--- config.mk ---
export PLATFORM = sky130hd
export DESIGN_NAME = host_mailbox
export DESIGN_NICKNAME = d
export VERILOG_FILES = /design/src/rtl/mbx_pkg.sv /design/src/rtl/mbx_ctrl.sv /design/src/rtl/mbx_datapath.sv /design/src/rtl/host_mailbox.sv
export SDC_FILE = /design/constraint.sdc
export NUM_CORES = 1
export LEC_CHECK = 0
export ABC_AREA = 1
export BUFFER_PORTS_ARGS = -buffer_cell sky130_fd_sc_hd__buf_2
export CORE_MARGIN = 5
export CORE_UTILIZATION = 40
export CTS_CLUSTER_DIAMETER = 100
export DETAILED_ROUTE_END_ITERATION = 12
export PLACE_DENSITY = 0.77
export SLEW_MARGIN = 20
export SYNTH_ARGS = -nofsm -noshare
export SYNTH_HDL_FRONTEND = slang
export SYNTH_SLANG_ARGS = --single-unit
--- constraint.sdc ---
create_clock -name clk -period 1.72 [get_ports clk]
set_input_delay 0.172 -clock clk [delete_from_list [all_inputs] [get_ports clk]]
set_output_delay 0.172 -clock clk [all_outputs]
set_load 0.02 [all_outputs]
--- src/rtl/mbx_pkg.sv ---
package mbx_pkg;

  localparam logic [1:0] OP_RD16 = 2'd0;
  localparam logic [1:0] OP_RD19 = 2'd1;
  localparam logic [1:0] OP_WR16 = 2'd2;

  typedef struct packed {
    logic inLoad;
    logic inTake;
    logic outLoad;
    logic outTake;
    logic wideRead;
  } mbx_strb_t;

  typedef enum logic [1:0] {
    ST_IDLE = 2'd0,
    ST_GAP  = 2'd1,
    ST_XFER = 2'd2
  } usr_state_e;

endpackage

--- src/rtl/mbx_ctrl.sv ---
module mbx_ctrl
  import mbx_pkg::*;
(
  input  logic       clk,
  input  logic       rstN,
  input  logic       hostWrEn,
  input  logic       hostRdEn,
  input  logic       hostStatusSel,
  input  logic       inFull,
  input  logic       outFull,
  input  logic       usrReq,
  input  logic [1:0] usrOp,
  output logic       usrAck,
  output logic       hostReady,
  output mbx_strb_t  strb
);

  usr_state_e state, stateNext;
  logic justDone;
  logic opIsWrite;
  logic latchOk;
  logic hostDataWr;
  logic hostDataRd;

  // Host side: a write takes priority over a read if both are raised.
  assign hostDataWr = hostWrEn && !hostStatusSel;
  assign hostDataRd = hostRdEn && !hostWrEn && !hostStatusSel;

  always_comb begin
    hostReady = 1'b1;
    if (hostDataWr)      hostReady = !inFull;
    else if (hostDataRd) hostReady = outFull;
  end

  // User side
  assign opIsWrite = (usrOp == OP_WR16);
  assign latchOk   = opIsWrite ? !outFull : inFull;
  assign usrAck    = (state == ST_XFER) && latchOk;

  always_comb begin
    stateNext = state;
    case (state)
      ST_IDLE: if (usrReq) stateNext = justDone ? ST_GAP : ST_XFER;
      ST_GAP:  stateNext = ST_XFER;
      ST_XFER: if (latchOk) stateNext = ST_IDLE;
      default: stateNext = ST_IDLE;
    endcase
  end

  always_ff @(posedge clk or negedge rstN) begin
    if (!rstN) begin
      state    <= ST_IDLE;
      justDone <= 1'b0;
    end else begin
      state    <= stateNext;
      justDone <= usrAck;
    end
  end

  always_comb begin
    strb.inLoad   = hostDataWr && !inFull;
    strb.outTake  = hostDataRd && outFull;
    strb.inTake   = usrAck && !opIsWrite;
    strb.outLoad  = usrAck && opIsWrite;
    strb.wideRead = (usrOp == OP_RD19);
  end

  // acknowledges are at least three cycles apart
  assert_ack_spacing_R6: assert property (@(posedge clk) disable iff (!rstN)
    usrAck |=> !usrAck ##1 !usrAck);

  // wait states only for data-offset accesses
  assert_ready_data_only_R8: assert property (@(posedge clk) disable iff (!rstN)
    !hostReady |-> ((hostWrEn || hostRdEn) && !hostStatusSel));

  // an acknowledge always answers a request seen in an earlier cycle
  assert_ack_after_req_R5: assert property (@(posedge clk) disable iff (!rstN)
    usrAck |-> $past(usrReq));

endmodule

--- src/rtl/mbx_datapath.sv ---
module mbx_datapath
  import mbx_pkg::*;
#(
  parameter int DATA_W = 16,
  parameter int ADDR_W = 3,
  localparam int WIDE_W = DATA_W + ADDR_W
) (
  input  logic              clk,
  input  logic              rstN,
  input  mbx_strb_t         strb,
  input  logic              hostStatusSel,
  input  logic [ADDR_W-1:0] hostAddr,
  input  logic [DATA_W-1:0] hostWData,
  input  logic [DATA_W-1:0] usrWData,
  output logic [DATA_W-1:0] hostRData,
  output logic [WIDE_W-1:0] usrRData,
  output logic              inFull,
  output logic              outFull
);

  logic [DATA_W-1:0] inData;
  logic [ADDR_W-1:0] inAddr;
  logic [DATA_W-1:0] outData;
  logic [DATA_W-1:0] statusWord;

  always_ff @(posedge clk or negedge rstN) begin
    if (!rstN) begin
      inData  <= '0;
      inAddr  <= '0;
      inFull  <= 1'b0;
    end else begin
      if (strb.inLoad) begin
        inData <= hostWData;
        inAddr <= hostAddr;
      end
      if (strb.inLoad)      inFull <= 1'b1;
      else if (strb.inTake) inFull <= 1'b0;
    end
  end

  always_ff @(posedge clk or negedge rstN) begin
    if (!rstN) begin
      outData <= '0;
      outFull <= 1'b0;
    end else begin
      if (strb.outLoad) outData <= usrWData;
      if (strb.outLoad)       outFull <= 1'b1;
      else if (strb.outTake)  outFull <= 1'b0;
    end
  end

  always_comb begin
    statusWord    = '0;
    statusWord[0] = inFull;
    statusWord[1] = outFull;
  end

  assign hostRData = hostStatusSel ? statusWord : outData;

  assign usrRData[DATA_W-1:0] = inData;
  for (genvar g = 0; g < ADDR_W; g++) begin : g_wide
    assign usrRData[DATA_W+g] = strb.wideRead & inAddr[g];
  end

  // the host never loads over an unread word
  assert_no_overwrite_R1: assert property (@(posedge clk) disable iff (!rstN)
    strb.inLoad |-> !inFull);

  // a full inbound latch stays full until the user takes it
  assert_in_hold_R7: assert property (@(posedge clk) disable iff (!rstN)
    (inFull && !strb.inTake) |=> inFull);

  // the host only takes an outbound word that is there
  assert_out_take_full_R3: assert property (@(posedge clk) disable iff (!rstN)
    strb.outTake |-> outFull);

  // the user never loads over an unread outbound word
  assert_out_no_overwrite_R7: assert property (@(posedge clk) disable iff (!rstN)
    strb.outLoad |-> !outFull);

endmodule

--- src/rtl/host_mailbox.sv ---
module host_mailbox
  import mbx_pkg::*;
#(
  parameter int DATA_W = 16,
  parameter int ADDR_W = 3,
  localparam int WIDE_W = DATA_W + ADDR_W
) (
  input  logic              clk,
  input  logic              rstN,
  input  logic              hostWrEn,
  input  logic              hostRdEn,
  input  logic              hostStatusSel,
  input  logic [ADDR_W-1:0] hostAddr,
  input  logic [DATA_W-1:0] hostWData,
  output logic [DATA_W-1:0] hostRData,
  output logic              hostReady,
  input  logic              usrReq,
  input  logic [1:0]        usrOp,
  input  logic [DATA_W-1:0] usrWData,
  output logic [WIDE_W-1:0] usrRData,
  output logic              usrAck
);

  mbx_strb_t strb;
  logic inFull;
  logic outFull;

  mbx_ctrl u_ctrl (
    .clk          (clk),
    .rstN         (rstN),
    .hostWrEn     (hostWrEn),
    .hostRdEn     (hostRdEn),
    .hostStatusSel(hostStatusSel),
    .inFull       (inFull),
    .outFull      (outFull),
    .usrReq       (usrReq),
    .usrOp        (usrOp),
    .usrAck       (usrAck),
    .hostReady    (hostReady),
    .strb         (strb)
  );

  mbx_datapath #(.DATA_W(DATA_W), .ADDR_W(ADDR_W)) u_dp (
    .clk          (clk),
    .rstN         (rstN),
    .strb         (strb),
    .hostStatusSel(hostStatusSel),
    .hostAddr     (hostAddr),
    .hostWData    (hostWData),
    .usrWData     (usrWData),
    .hostRData    (hostRData),
    .usrRData     (usrRData),
    .inFull       (inFull),
    .outFull      (outFull)
  );

endmodule

==> metrics.md <==
| Metric | Value |
|---|---|
| Status | `complete, no violations` |
| Synth Area in Adders | `0%` |
| Final RePlAce weighted congestion | `0.734` |
| Leak Pwr | `1.41 nW` |
| Count leader, synth | `nand2_1` |
| Largest net degree at the start of global routing | `41` |
| Slew HR | `66.8%` |
| Mapped cell area | `1830 µm²` |
| Complex-gate fraction of the synthesized area | `6.99%` |
| Port Buffers | `79` |
| Boundary pin count | `80` |
| Sequential share of power | `43.4%` |
| Worst EP required | `1550 ps` |
| RR Endpoint | `u_dp.outData[3]$_DFFE_PN0P_` |
| Pwr per Cell Area | `1590 nW/µm²` |
| Slew at the pin with the worst max-slew slack | `498 ps` |
| DRC Markers | `0` |
| Fin. max-slew vios | `0` |
| Yosys top cell area share | `54.8%` |
| Setup TNS | `0 ps` |
| Detailed-route via count | `1564` |
| Total routed wirelength | `3820 µm` |
| Largest family of logic cells by synthesized area | `simple AND/OR/NAND/NOR gates` |
| Reg clk slew, reported paths | `70 ps` |
| Grt ovf | `0` |
| Multiplexer share of the synthesized area | `0%` |
| CP max FO | `15` |
| Comb pwr share | `41.6%` |
| Core footprint | `4380 µm²` |
| Share of layout cells above drive strength 1 | `30.7%` |
| Power, Total | `0.00373 W` |
| Top cells by count, synth | `nand2_1 (67), inv_1 (42), dfrtp_1 (40)` |
| Detailed Route Iter0 Violations | `81` |
| Sw power | `0.00154 W` |
| Minimum clock period | `1520 ps` |
| Pre-Repair DR Iteration Count | `4` |
| Simple-gate share of the synthesized area | `26.1%` |
| Antenna viol nets, final | `0` |
| Sw frac | `41.4%` |
| First-pass GRT wire length | `6500 µm` |
| Root buffer cell | `clkbuf_8` |
| FFs w/ async S/R, synth | `100%` |
| Ys flop type | `dfrtp_1` |
| Row count | `24` |
| R2R Setup Slk | `430 ps` |
| CP Launch Type | `register` |
| Vias per Instance | `4.37` |
| Final WS setup | `196 ps` |
| Worst EP arrival | `1350 ps` |
| Clock tree buffer depth | `2` |
| RSZ-0062 raised after global routing | `false` |
| Peak VDD IR | `0.794 mV` |
| Sinks on Clock Net | `40` |
| HP Start | `hostWData[0]` |
| Post-Synth XOR/XNOR Area | `0%` |
| Yosys reg bits | `40` |
| Die Wd | `77.6 µm` |
| Period utilization | `88.6%` |
| Post-layout util | `53.5%` |
| H-tree depth | `2` |
| WHS Path Cells | `3` |
| Starting density of the core | `41.6%` |
| CTS tree | `built` |
| Nets | `349` |
| Crit. End Element | `output port` |
| CTS Buf Count | `5` |
| Antenna cells | `0` |
| Die area | `6010 µm²` |
| Fmax | `0.656 GHz` |
| Sequential fraction of the synthesis area | `54.8%` |
| Post-synth EDFFs | `0` |
| Fin Hold WS | `118 ps` |
| Worst r2r src | `u_ctrl.state[0]$_DFFE_PN0P_` |
| Max cap viols | `0` |
| DP HPWL | `2910 µm` |
| CP Class | `reg2out` |
| Mapped Nets | `268` |
| Ys Warns | `0` |
| Worst min path class | `in2reg` |
| Pre-CTS setup slack | `416 ps` |
| Die height | `77.6 µm` |
| Post-synthesis cell count | `225` |
| Routed len/inst | `10.7 µm` |
| Number of global-route vias before repair | `1504` |
| Final setup fails | `0` |
| Reg2Reg Depth | `4` |
| Most area-consuming cells after synthesis | `dfrtp_1 (55%), nand2_1 (14%), inv_1 (8.6%), o21ai_1 (5.2%), nand3_1 (4.7%)` |
| Post-CTS Resized | `0` |
| Final Hold Fails | `0` |
| All-Layer GR Usage | `12.9%` |
| Area grow syn2layout | `28.5%` |
| Syn avg cell area | `8.11 µm²` |
| Endpoint, Worst Hold | `u_dp.inData[0]$_DFFE_PN0P_` |
| Clk Latency, worst-skew pair | `280 ps` |
| Area leader, netlist | `dfrtp_1` |
| Clk_skew | `4.66 ps` |
| Initial antenna violation count | `0` |
| Int Power | `0.00218 W` |
| Cell variety after synth | `21` |
| Clk network pwr share | `15.0%` |
[cells in the final DEF, fill, tap and decap left out, types with 2 or more instances in the layout]
| cell | n |
|---|---|
| buf_2 | 79 |
| clkbuf_8 | 5 |
| dfrtp_1 | 40 |
| inv_1 | 42 |
| inv_2 | 2 |
| nand2_1 | 67 |
| nand3_1 | 17 |
| nor2_1 | 17 |
| o21ai_0 | 4 |
| o21ai_1 | 19 |
[per-layer routing]
layer	wire, µm	track usage, %	vias up
met3	347	4.17	3
met2	1750	21.5	53
met1	1690	16.2	668
met4	27	3.09	0
li1	-	-	840
met5	0	0	-
[through the flow]
stage / cell area (µm²) / cells
3_5_place_dp: 2260 / 350
4_1_cts: 2350 / 358
3_3_place_gp: 2260 / 350
5_1_grt: 2350 / 358
6_report: 2350 / 358
2_1_floorplan: 1830 / 225
[worst max-delay path: stages (launching register included)]
cell and delay (ps):
dfrtp_1 390, inv_1 90, nand3_2 260, nand2_1 160
buf_2 170
[how the worst max path moves through the flow]
stage,endpoint,startpoint,slack (ps)
2_1_floorplan,usrAck,u_dp.outFull$_DFFE_PN0P_,550
3_3_place_gp,u_dp.inData[10]$_DFFE_PN0P_,hostStatusSel,440
3_5_place_dp,u_dp.outData[3]$_DFFE_PN0P_,u_ctrl.state[0]$_DFFE_PN0P_,420
4_1_cts,hostReady,u_dp.inFull$_DFFE_PN0P_,170
5_1_grt,hostReady,u_dp.inFull$_DFFE_PN0P_,60
6_report,hostReady,u_dp.inFull$_DFFE_PN0P_,200
[cell families after synthesis]
logic type / after synthesis
buffers and inverters: 52
AND/OR/NAND/NOR: 108
flip-flops: 40
AO/OA/AOI/OAI: 25
[final cells by class]
cell class                      instances  area (µm²)
Sequential cell                        40        1000
Clock inverter                          1        5.00
Fill cell                             421        2040
Clock buffer                            6        72.6
Inverter                               44         165
Multi-Input combinational cell        133         604
Tap cell                               52        65.1
Timing Repair Buffer                   82         433
[registers in the layout (all words and copies together), names as in the netlist]
register and flops:
u_dp.inAddr 3, u_dp.inFull 1, u_dp.outFull 1, u_dp.outData 16, u_ctrl.state 2, u_dp.inData 16
u_ctrl.justDone 1
[power groups by stage]
| stage | combinational, W | clock, W | sequential, W |
|---|---|---|---|
| floorplan | 0.000886 | 0 | 0.00181 |
| global placement | 0.00155 | 0 | 0.00162 |
| detailed placement | 0.00158 | 0 | 0.00162 |
| CTS | 0.00158 | 0.000586 | 0.00162 |
| global route | 0.00174 | 0.000617 | 0.00167 |
| finish | 0.00155 | 0.000558 | 0.00162 |
[timing repair]
item,CTS,global route
endpoints found under the setup margin,0,0
hold buffers,1,0
hold endpoints to repair,40,0
buffers inserted,0,0
Note: power is estimated with default switching activity, not from simulation.
